[src/rtl/cecnt_pkg.sv]
package cecnt_pkg;

  localparam int REG_W   = 64;
  localparam int CAP_BIT = 31;
  localparam int REP_LSB = 32;

  // Counter width: wide layout 15 bits, narrow layout 7 bits
  function automatic int cnt_width(bit wide);
    return wide ? 15 : 7;
  endfunction

  function automatic int rep_of_pos(int cw);
    return REP_LSB + cw;
  endfunction

  function automatic int oth_lsb(int cw);
    return REP_LSB + cw + 1;
  endfunction

  function automatic int oth_of_pos(int cw);
    return REP_LSB + 2 * cw + 1;
  endfunction

endpackage

[src/rtl/cecnt_ctr.sv]
module cecnt_ctr #(
  parameter int CW = 7
) (
  input  logic          clk,
  input  logic          rst_n,
  input  logic          inc,
  input  logic          wr_en,
  input  logic [CW-1:0] wr_cnt,
  input  logic          wr_of,
  output logic [CW-1:0] cnt,
  output logic          of_flag,
  output logic          wrap
);

  // increment that would roll the counter over from all ones
  assign wrap = inc & (&cnt);

  always_ff @(posedge clk) begin
    if (!rst_n) begin
      cnt     <= '0;
      of_flag <= 1'b0;
    end else if (wr_en) begin
      cnt     <= wr_cnt;
      of_flag <= wr_of;
    end else if (inc) begin
      cnt <= cnt + 1'b1;
      if (wrap) of_flag <= 1'b1;
    end
  end

endmodule

[src/rtl/cecnt_steer.sv]
module cecnt_steer #(
  parameter int SYN_W = 12,
  parameter bit DUAL  = 1'b1
) (
  input  logic             clk,
  input  logic             rst_n,
  input  logic             evt,
  input  logic [SYN_W-1:0] syn,
  input  logic             wr_en,
  input  logic [SYN_W-1:0] wr_tag,
  input  logic             wr_clr_cap,
  input  logic             rec_valid,
  output logic [SYN_W-1:0] tag,
  output logic             cap,
  output logic             inc_rep,
  output logic             inc_oth
);

  logic hit;

  assign hit = ~cap | (syn == tag);

  generate
    if (DUAL) begin : g_dual
      assign inc_rep = evt & hit;
      assign inc_oth = evt & ~hit;
    end else begin : g_single
      assign inc_rep = evt;
      assign inc_oth = 1'b0;
    end
  endgenerate

  always_ff @(posedge clk) begin
    if (!rst_n) begin
      cap <= 1'b0;
      tag <= '0;
    end else begin
      if (wr_en && wr_clr_cap) cap <= 1'b0;
      else if (evt)            cap <= 1'b1;

      if (wr_en && !rec_valid) tag <= wr_tag;
      else if (evt && !cap)    tag <= syn;
    end
  end

endmodule

[src/rtl/cecnt_reg.sv]
module cecnt_reg #(
  parameter bit DUAL  = 1'b1,
  parameter bit WIDE  = 1'b1,
  parameter int SYN_W = 12
) (
  input  logic             clk,
  input  logic             rst_n,
  input  logic             recov_rst,
  input  logic             err_valid,
  input  logic [SYN_W-1:0] err_syn,
  input  logic             rec_valid,
  input  logic             wr_en,
  input  logic [63:0]      wr_data,
  output logic [63:0]      rd_data,
  output logic             ovf_pending
);

  import cecnt_pkg::*;

  localparam int CW      = cnt_width(WIDE);
  localparam int REP_OF  = rep_of_pos(CW);
  localparam int OTH_LSB = oth_lsb(CW);
  localparam int OTH_OF  = oth_of_pos(CW);

  logic             evt;
  logic             inc_rep, inc_oth;
  logic             wrap_a, wrap_b;
  logic [CW-1:0]    cnt_a, cnt_b;
  logic             of_a, of_b;
  logic [SYN_W-1:0] tag;
  logic             cap;
  logic [CW-1:0]    wr_cnt_a;
  logic             wr_of_a;
  logic             wr_clr_cap;

  assign evt        = err_valid & ~recov_rst;
  assign wr_cnt_a   = wr_data[REP_LSB +: CW];
  assign wr_of_a    = wr_data[REP_OF];
  assign wr_clr_cap = (wr_cnt_a == '0);

  cecnt_steer #(.SYN_W(SYN_W), .DUAL(DUAL)) u_steer (
    .clk        (clk),
    .rst_n      (rst_n),
    .evt        (evt),
    .syn        (err_syn),
    .wr_en      (wr_en),
    .wr_tag     (wr_data[SYN_W-1:0]),
    .wr_clr_cap (wr_clr_cap),
    .rec_valid  (rec_valid),
    .tag        (tag),
    .cap        (cap),
    .inc_rep    (inc_rep),
    .inc_oth    (inc_oth)
  );

  cecnt_ctr #(.CW(CW)) u_rep (
    .clk     (clk),
    .rst_n   (rst_n),
    .inc     (inc_rep),
    .wr_en   (wr_en),
    .wr_cnt  (wr_cnt_a),
    .wr_of   (wr_of_a),
    .cnt     (cnt_a),
    .of_flag (of_a),
    .wrap    (wrap_a)
  );

  generate
    if (DUAL) begin : g_oth
      cecnt_ctr #(.CW(CW)) u_oth (
        .clk     (clk),
        .rst_n   (rst_n),
        .inc     (inc_oth),
        .wr_en   (wr_en),
        .wr_cnt  (wr_data[OTH_LSB +: CW]),
        .wr_of   (wr_data[OTH_OF]),
        .cnt     (cnt_b),
        .of_flag (of_b),
        .wrap    (wrap_b)
      );
    end else begin : g_no_oth
      assign cnt_b  = '0;
      assign of_b   = 1'b0;
      assign wrap_b = inc_oth;
    end
  endgenerate

  always_comb begin
    rd_data                 = '0;
    rd_data[SYN_W-1:0]      = tag;
    rd_data[CAP_BIT]        = cap;
    rd_data[REP_LSB +: CW]  = cnt_a;
    rd_data[REP_OF]         = of_a;
    if (DUAL) begin
      rd_data[OTH_LSB +: CW] = cnt_b;
      rd_data[OTH_OF]        = of_b;
    end
  end

  assign ovf_pending = of_a | of_b;

endmodule

[config.mk]
export PLATFORM = sky130hd
export DESIGN_NAME = cecnt_reg
export DESIGN_NICKNAME = d
export VERILOG_FILES = /design/src/rtl/cecnt_pkg.sv /design/src/rtl/cecnt_ctr.sv /design/src/rtl/cecnt_steer.sv /design/src/rtl/cecnt_reg.sv
export SDC_FILE = /design/constraint.sdc
export NUM_CORES = 1
export LEC_CHECK = 0
export CAP_MARGIN = 20
export CORE_ASPECT_RATIO = 0.6
export CORE_UTILIZATION = 36
export DETAILED_ROUTE_END_ITERATION = 6
export GPL_ROUTABILITY_DRIVEN = 0
export PLACE_DENSITY = 0.8
export SKIP_LAST_GASP = 1
export SLEW_MARGIN = 20
export SYNTH_ARGS = -nofsm -noshare
export SYNTH_HDL_FRONTEND = slang
export SYNTH_SLANG_ARGS = --single-unit
[constraint.sdc]
create_clock -name clk -period 1.6 [get_ports clk]
set_input_delay 0.32 -clock clk [delete_from_list [all_inputs] [get_ports clk]]
set_output_delay 0.32 -clock clk [all_outputs]
set_load 0.03 [all_outputs]
-- Word-level counts from Yosys, hierarchy flattened
Index checks and enable logic that the tools add are counted.
- reductions and logical operators: 16
- muxes and demuxes: 12
- equality and inequality tests: 1
- add/sub/neg operators: 2
- bitwise logic cells: 11
- operators by type and width (cell ; number):
    $mux 15 ; 4
    $add 15x1->15 const B ; 2
    $reduce_and 15->1 ; 2
    $mux 12 ; 2
    $logic_not 15->1 ; 1
    $eq 12x12->1 ; 1
    $reduce_bool 2->1 ; 5
    $mux 1 ; 6
    $and 1x1->1 ; 5
    $not 1->1 ; 4
    $reduce_and 2->1 ; 2
    $logic_and 1x1->1 ; 3
    $logic_not 1->1 ; 2
    $or 1x1->1 ; 2
    $reduce_or 2->1 ; 1
- word-level logic and storage cells: 48
- bits in registers: 45
- bits of input ports: 82

-- Longest topological paths before layout
- depth after elaboration: 8
- gate-level depth with buffers: 7

-- Hierarchy
A second synthesis with hierarchy kept.
- cell total of the unflattened synthesis: 304
- area total of the unflattened synthesis: 2705.1 um^2
- modules (own cells, without submodules) (module ; instances ; cells an instance ; area an instance (um^2)):
    cecnt_ctr ; 2 ; 98 ; 878.3
    cecnt_steer ; 1 ; 78 ; 734.5
    cecnt_reg ; 1 ; 30 ; 214.0

-- Worst setup path after synthesis
Ideal clock, no wire load.
- path kind: flip-flop to flip-flop
- from: register u_steer.tag[6]
- to: register u_rep.cnt[14]
- data arrival time: 1.825 ns
- setup time: 0.136 ns
- required time: 1.464 ns
- cell stages (with the launch flop): 8
- path slack: -0.361 ns
- clock period less this slack: 1.961 ns
- cell sequence: dfxtp_1 > xnor2_1 > nand4_1 > o31a_1 > buf_6 > buf_2 > o41ai_1 > a31oi_1
- word-level cells in the longest chain between the ends: 4
- RTL lines (element ; line ; RTL):
    start: declaration ; cecnt_steer.sv:13 ; output logic [SYN_W-1:0] tag,
    start signal: assignment ; cecnt_steer.sv:41 ; if (wr_en && !rec_valid) tag <= wr_tag;
    start signal: assignment ; cecnt_steer.sv:42 ; else if (evt && !cap) tag <= syn;
    $eq 12x12->1 ; cecnt_steer.sv:21 ; assign hit = ~cap | (syn == tag);
    $or 1x1->1 ; cecnt_steer.sv:21 ;
    $and 1x1->1 ; cecnt_steer.sv:25 ; assign inc_rep = evt & hit;
    $reduce_bool 2->1 (no line) ; - ;
    end signal: assignment ; cecnt_ctr.sv:23 ; cnt <= wr_cnt;
    end signal: assignment ; cecnt_ctr.sv:26 ; cnt <= cnt + 1'b1;
    end: declaration ; cecnt_ctr.sv:10 ; output logic [CW-1:0] cnt,
No other way between the ends.
A chain may end at the register's enable or synchronous reset.

-- Worst setup path after layout
- from: register u_steer.tag[4]
- to: register u_rep.cnt[11]
Same word-level chain as after synthesis.

==> impl_results.md <==
- Sequential Power Share: 35.8%
- Number of instances in the placed design: 618
- Power density over the cells: 716 nW/µm²
- Count of endpoints failing hold in the final timing report: 0
- Wire length of the first global-routing pass: 17.4 mm
- Crit path setup slack, layout: -314 ps
- Critical path's slowest cell: sky130_fd_sc_hd__dfxtp_4
- Time the worst path needs with I/O delays and setup: 1910 ps
- Setup repair after global routing missed its margin: true
- Post-synthesis share of cell area spent on full adders, half adders and majority gates: 0.867%
- Logic pwr share: 30.5%
- Area fraction of the dominant cell type after synthesis: 31.2%
- Horiz. Die Dim: 118 µm
- Maximum Capacitance Violations: 0
- Longest individual stage delay on the worst path: 350 ps
- Outcome: finished with violations
- Placed Area: 4500 µm²
- Cell count after synthesis: 374
- Dominant synthesized flop cell: sky130_fd_sc_hd__dfxtp_1
- CTS tree: done
- Final total negative setup slack: -6910 ps
- Setup Crit Path Kind: reg -> reg
- Fraction of the yosys area taken by sequential cells: 31.2%
- Cell Rows: 24
- Crit path max-delay family: compound AO/OA/AOI/OAI gates
- Vert. Die Dim: 71.4 µm
- Leading post-synthesis cells by cell area: sky130_fd_sc_hd__dfxtp_1, sky130_fd_sc_hd__o21ai_0, sky130_fd_sc_hd__buf_4
- Complex-gate fraction of the synthesized area: 28.3%
- Number of library cell types mapped by synthesis: 41
- Period Utilization, post-route: 120%
- Max Buffers Root-to-Sink: 2
- # DRC: 0
- Post-synthesis register bit count: 45
- Mean Syn Cell Area: 7.72 µm²
- Number of vias per cell: 5.67
- Post-route non-filler standard cell count: 641
- Endpoint type of the worst setup path: register
- Req. time, crit path: 1770 ps
- Layout cells sized above 1: 28.3%
- Area Growth Syn to Fin: 73.2%
- Number of inserted diodes: 0
- Clock network latency to the later pin of the worst-skew pair: 290 ps
- Area of the placeable core: 7510 µm²
- Switching power as a share of total power: 32.1%
- Post-synth EDFFs: 0
- Cell-internal power: 0.00243 W
- Leakage power: 2.13 nW
- Cell area after synthesis: 2890 µm²
- Commonest cells in the synthesized netlist: sky130_fd_sc_hd__o21ai_0, sky130_fd_sc_hd__dfxtp_1, sky130_fd_sc_hd__clkbuf_1
- Headroom to the max-slew limit: 58.8%
- Most area-hungry cell type in the Yosys netlist: sky130_fd_sc_hd__dfxtp_1
- Main combinational cell family by area after synthesis: compound AO/OA/AOI/OAI gates
- Ys async rst share: 0%
- Transition time at the pin with the least slew margin: 612 ps
- Num CTS Buffers: 5
- Maximum number of pins on one net before global-route repair: 37
- Proportion of synthesized area in mux cells: 0%
- Worst slack at placement: -783 ps
- Final HPWL from detailed placement: 7.85 mm
- Initial Util: 38.5%
- Count of buffers from port buffering: 107
- Most numerous cell in the Yosys netlist: sky130_fd_sc_hd__o21ai_0
- Overall global routing resource usage: 25.9%
- Cell area after layout: 5000 µm²
- Count of boundary I/O pins: 147
- CTS Root Cell: sky130_fd_sc_hd__clkbuf_16
- Routed WL per cell: 17.7 µm
- Synth Area in XOR/XNOR: 3.64%
- Pins Over Slew Limit: 0
- H-tree depth reported by CTS: 2
- Violated checks: setup timing
- Gr ovfl total: 0
- Detailed-route via count: 3635
- Final wirelength: 11.3 mm
- Final layout net count: 620
- Ys Warns: 0
- Crit path arrival time: 2080 ps
- Initial antenna violation count: 0
- Simple-gate share of the synthesized area: 24.0%
- Initial DRC Count: 260
- Number of global-route vias before repair: 3432
- Largest fanout of any net on the critical path: 4
- DR pass1 iterations: 5
- Clock-pin slew of the registers on the worst-case setup and hold paths: 70 ps
- Number of buffer and inverter stages on the critical path: 1
- Net Sw Power: 0.00115 W
- Setup violators final: 32
- Worst vdd ir: 509 µV
- Area enclosed by the die boundary: 8400 µm²
- Final clock skew: 9.18 ps
- Critical-path cell list: xnor2_2 > nand4_1 > buf_4 > o31a_2 > o41ai_2 > a31oi_1
- Final core utilization: 66.6%
- Highest achievable clock rate: 0.522 GHz
- Proportion of power drawn by the clock network: 33.7%
- Antenna-violating nets left: 0
- Nature of the critical path startpoint: register
- Class of the tightest hold or removal check: reg -> reg
- CTS Sinks: 45
logic make-up (layout without fill, tap and decap cells):
kind of cell | after synthesis | in the layout
flops | 45 | 45
xor+xnor | 12 | 12
simple gates | 126 | 126
other cells | 1 | 19
fa+ha+maj | 2 | 2
buf+inv | 66 | 209
compound gates | 122 | 124
worst register-to-register path, delay by kind of cell (launching register included):
| family | cells | cell delay (ps) |
|---|---|---|
| AND/OR/NAND/NOR | 1 | 240 |
| flip-flops | 1 | 350 |
| AO/OA/AOI/OAI | 3 | 820 |
| buffers and inverters | 1 | 220 |
| XOR/XNOR | 1 | 170 |
power by group through the flow:
| stage | Sequential (W) | Combinational, W | Clock [W] |
|---|---|---|---|
| final | 0.00128 | 0.00109 | 0.00121 |
| after global placement | 0.00130 | 0.00104 | 0 |
| after global routing | 0.00130 | 0.00116 | 0.00125 |
| after detailed placement | 0.00130 | 0.00106 | 0 |
| after floorplan | 0.00146 | 0.000401 | 0 |
| after CTS | 0.00128 | 0.00104 | 0.00121 |
layer usage:
| metal | global-route usage [%] | vias to the layer above | share of wire [%] |
|---|---|---|---|
| met5 | 0 | - | 0 |
| met4 | 2.85 | 0 | 0.17 |
| met3 | 5.81 | 2 | 9.2 |
| met2 | 40.1 | 191 | 42 |
| met1 | 37.9 | 1730 | 48 |
| li1 | - | 1712 | - |
flip-flops by register name, indices dropped and copies added (netlist names):
| register | flops |
|---|---|
| u_steer.tag | 12 |
| g_oth.u_oth.of_flag | 1 |
| g_oth.u_oth.cnt | 15 |
| u_rep.cnt | 15 |
| u_rep.of_flag | 1 |
| u_steer.cap | 1 |
path summary, 6_finish.rpt:
| check | startpoint | cells past startpoint | slack [ps] | endpoint |
|---|---|---|---|---|
| max | u_steer.tag[4] | 6 | -310 | u_rep.cnt[11] |
| min | u_rep.cnt[10] | 2 | 520 | u_rep.cnt[10] |
| max reg2reg | u_steer.tag[4] | 6 | -310 | u_rep.cnt[11] |
| min reg2reg | u_rep.cnt[10] | 2 | 520 | u_rep.cnt[10] |
through the flow:
| step | hold WS, ps | power [W] |
|---|---|---|
| CTS | 507 | 0.00354 |
| finish | 523 | 0.00358 |
| floorplan | 476 | 0.00186 |
| detailed placement | 501 | 0.00236 |
| global placement | 494 | 0.00233 |
| global route | 544 | 0.00371 |
layout make-up:
| cell class | count | area [µm²] |
|---|---|---|
| fillers | 645 | 2500 |
| clock buffers | 6 | 129 |
| repair buffers | 188 | 1690 |
| clock inverters | 2 | 38.8 |
| flip-flops and latches | 45 | 962 |
| well taps | 104 | 130 |
| multi-input cells | 283 | 2000 |
| inverters | 13 | 48.8 |
what timing repair did:
item	in CTS	in global routing
endpoints found under the hold margin	0	0
hold buffers	0	0
cloned	2	2
pin swaps	28	25
setup endpoints to repair	80	44
gates resized for setup	89	22
setup buffers	7	5
cell usage in the layout (no fill, tap or decap), types with 3 or more instances in the layout:
master / netlist / routed
sky130_fd_sc_hd__nand2_1: 24 / 24
sky130_fd_sc_hd__o2111ai_2: 0 / 3
sky130_fd_sc_hd__nor4b_1: 8 / 7
sky130_fd_sc_hd__xnor2_2: 0 / 5
sky130_fd_sc_hd__a31oi_1: 20 / 18
sky130_fd_sc_hd__o211a_1: 12 / 12
sky130_fd_sc_hd__dfxtp_1: 45 / 20
sky130_fd_sc_hd__clkdlybuf4s50_1: 0 / 47
sky130_fd_sc_hd__buf_6: 1 / 6
sky130_fd_sc_hd__clkbuf_16: 0 / 5
sky130_fd_sc_hd__nand3_1: 24 / 23
sky130_fd_sc_hd__and3_1: 5 / 5
sky130_fd_sc_hd__nor3_1: 10 / 9
sky130_fd_sc_hd__or4_1: 8 / 5
sky130_fd_sc_hd__xnor2_1: 12 / 7
sky130_fd_sc_hd__conb_1: 1 / 19
sky130_fd_sc_hd__or3_1: 3 / 3
sky130_fd_sc_hd__dfxtp_4: 0 / 12
sky130_fd_sc_hd__o21a_1: 4 / 4
sky130_fd_sc_hd__o21ai_0: 53 / 49
sky130_fd_sc_hd__or4_4: 0 / 3
sky130_fd_sc_hd__o21ai_2: 0 / 3
sky130_fd_sc_hd__nor4_1: 7 / 5
sky130_fd_sc_hd__nor3b_1: 4 / 4
sky130_fd_sc_hd__o31ai_1: 8 / 8
sky130_fd_sc_hd__nor2_1: 13 / 12
sky130_fd_sc_hd__dlygate4sd2_1: 0 / 57
sky130_fd_sc_hd__nand4_1: 8 / 8
sky130_fd_sc_hd__dfxtp_2: 0 / 13
sky130_fd_sc_hd__buf_4: 22 / 70
sky130_fd_sc_hd__nand2b_1: 5 / 4
sky130_fd_sc_hd__buf_12: 0 / 5
sky130_fd_sc_hd__o41ai_2: 0 / 7
sky130_fd_sc_hd__inv_1: 13 / 13
sky130_fd_sc_hd__o2111ai_1: 9 / 5
Note: power is estimated with default switching activity, not from simulation.
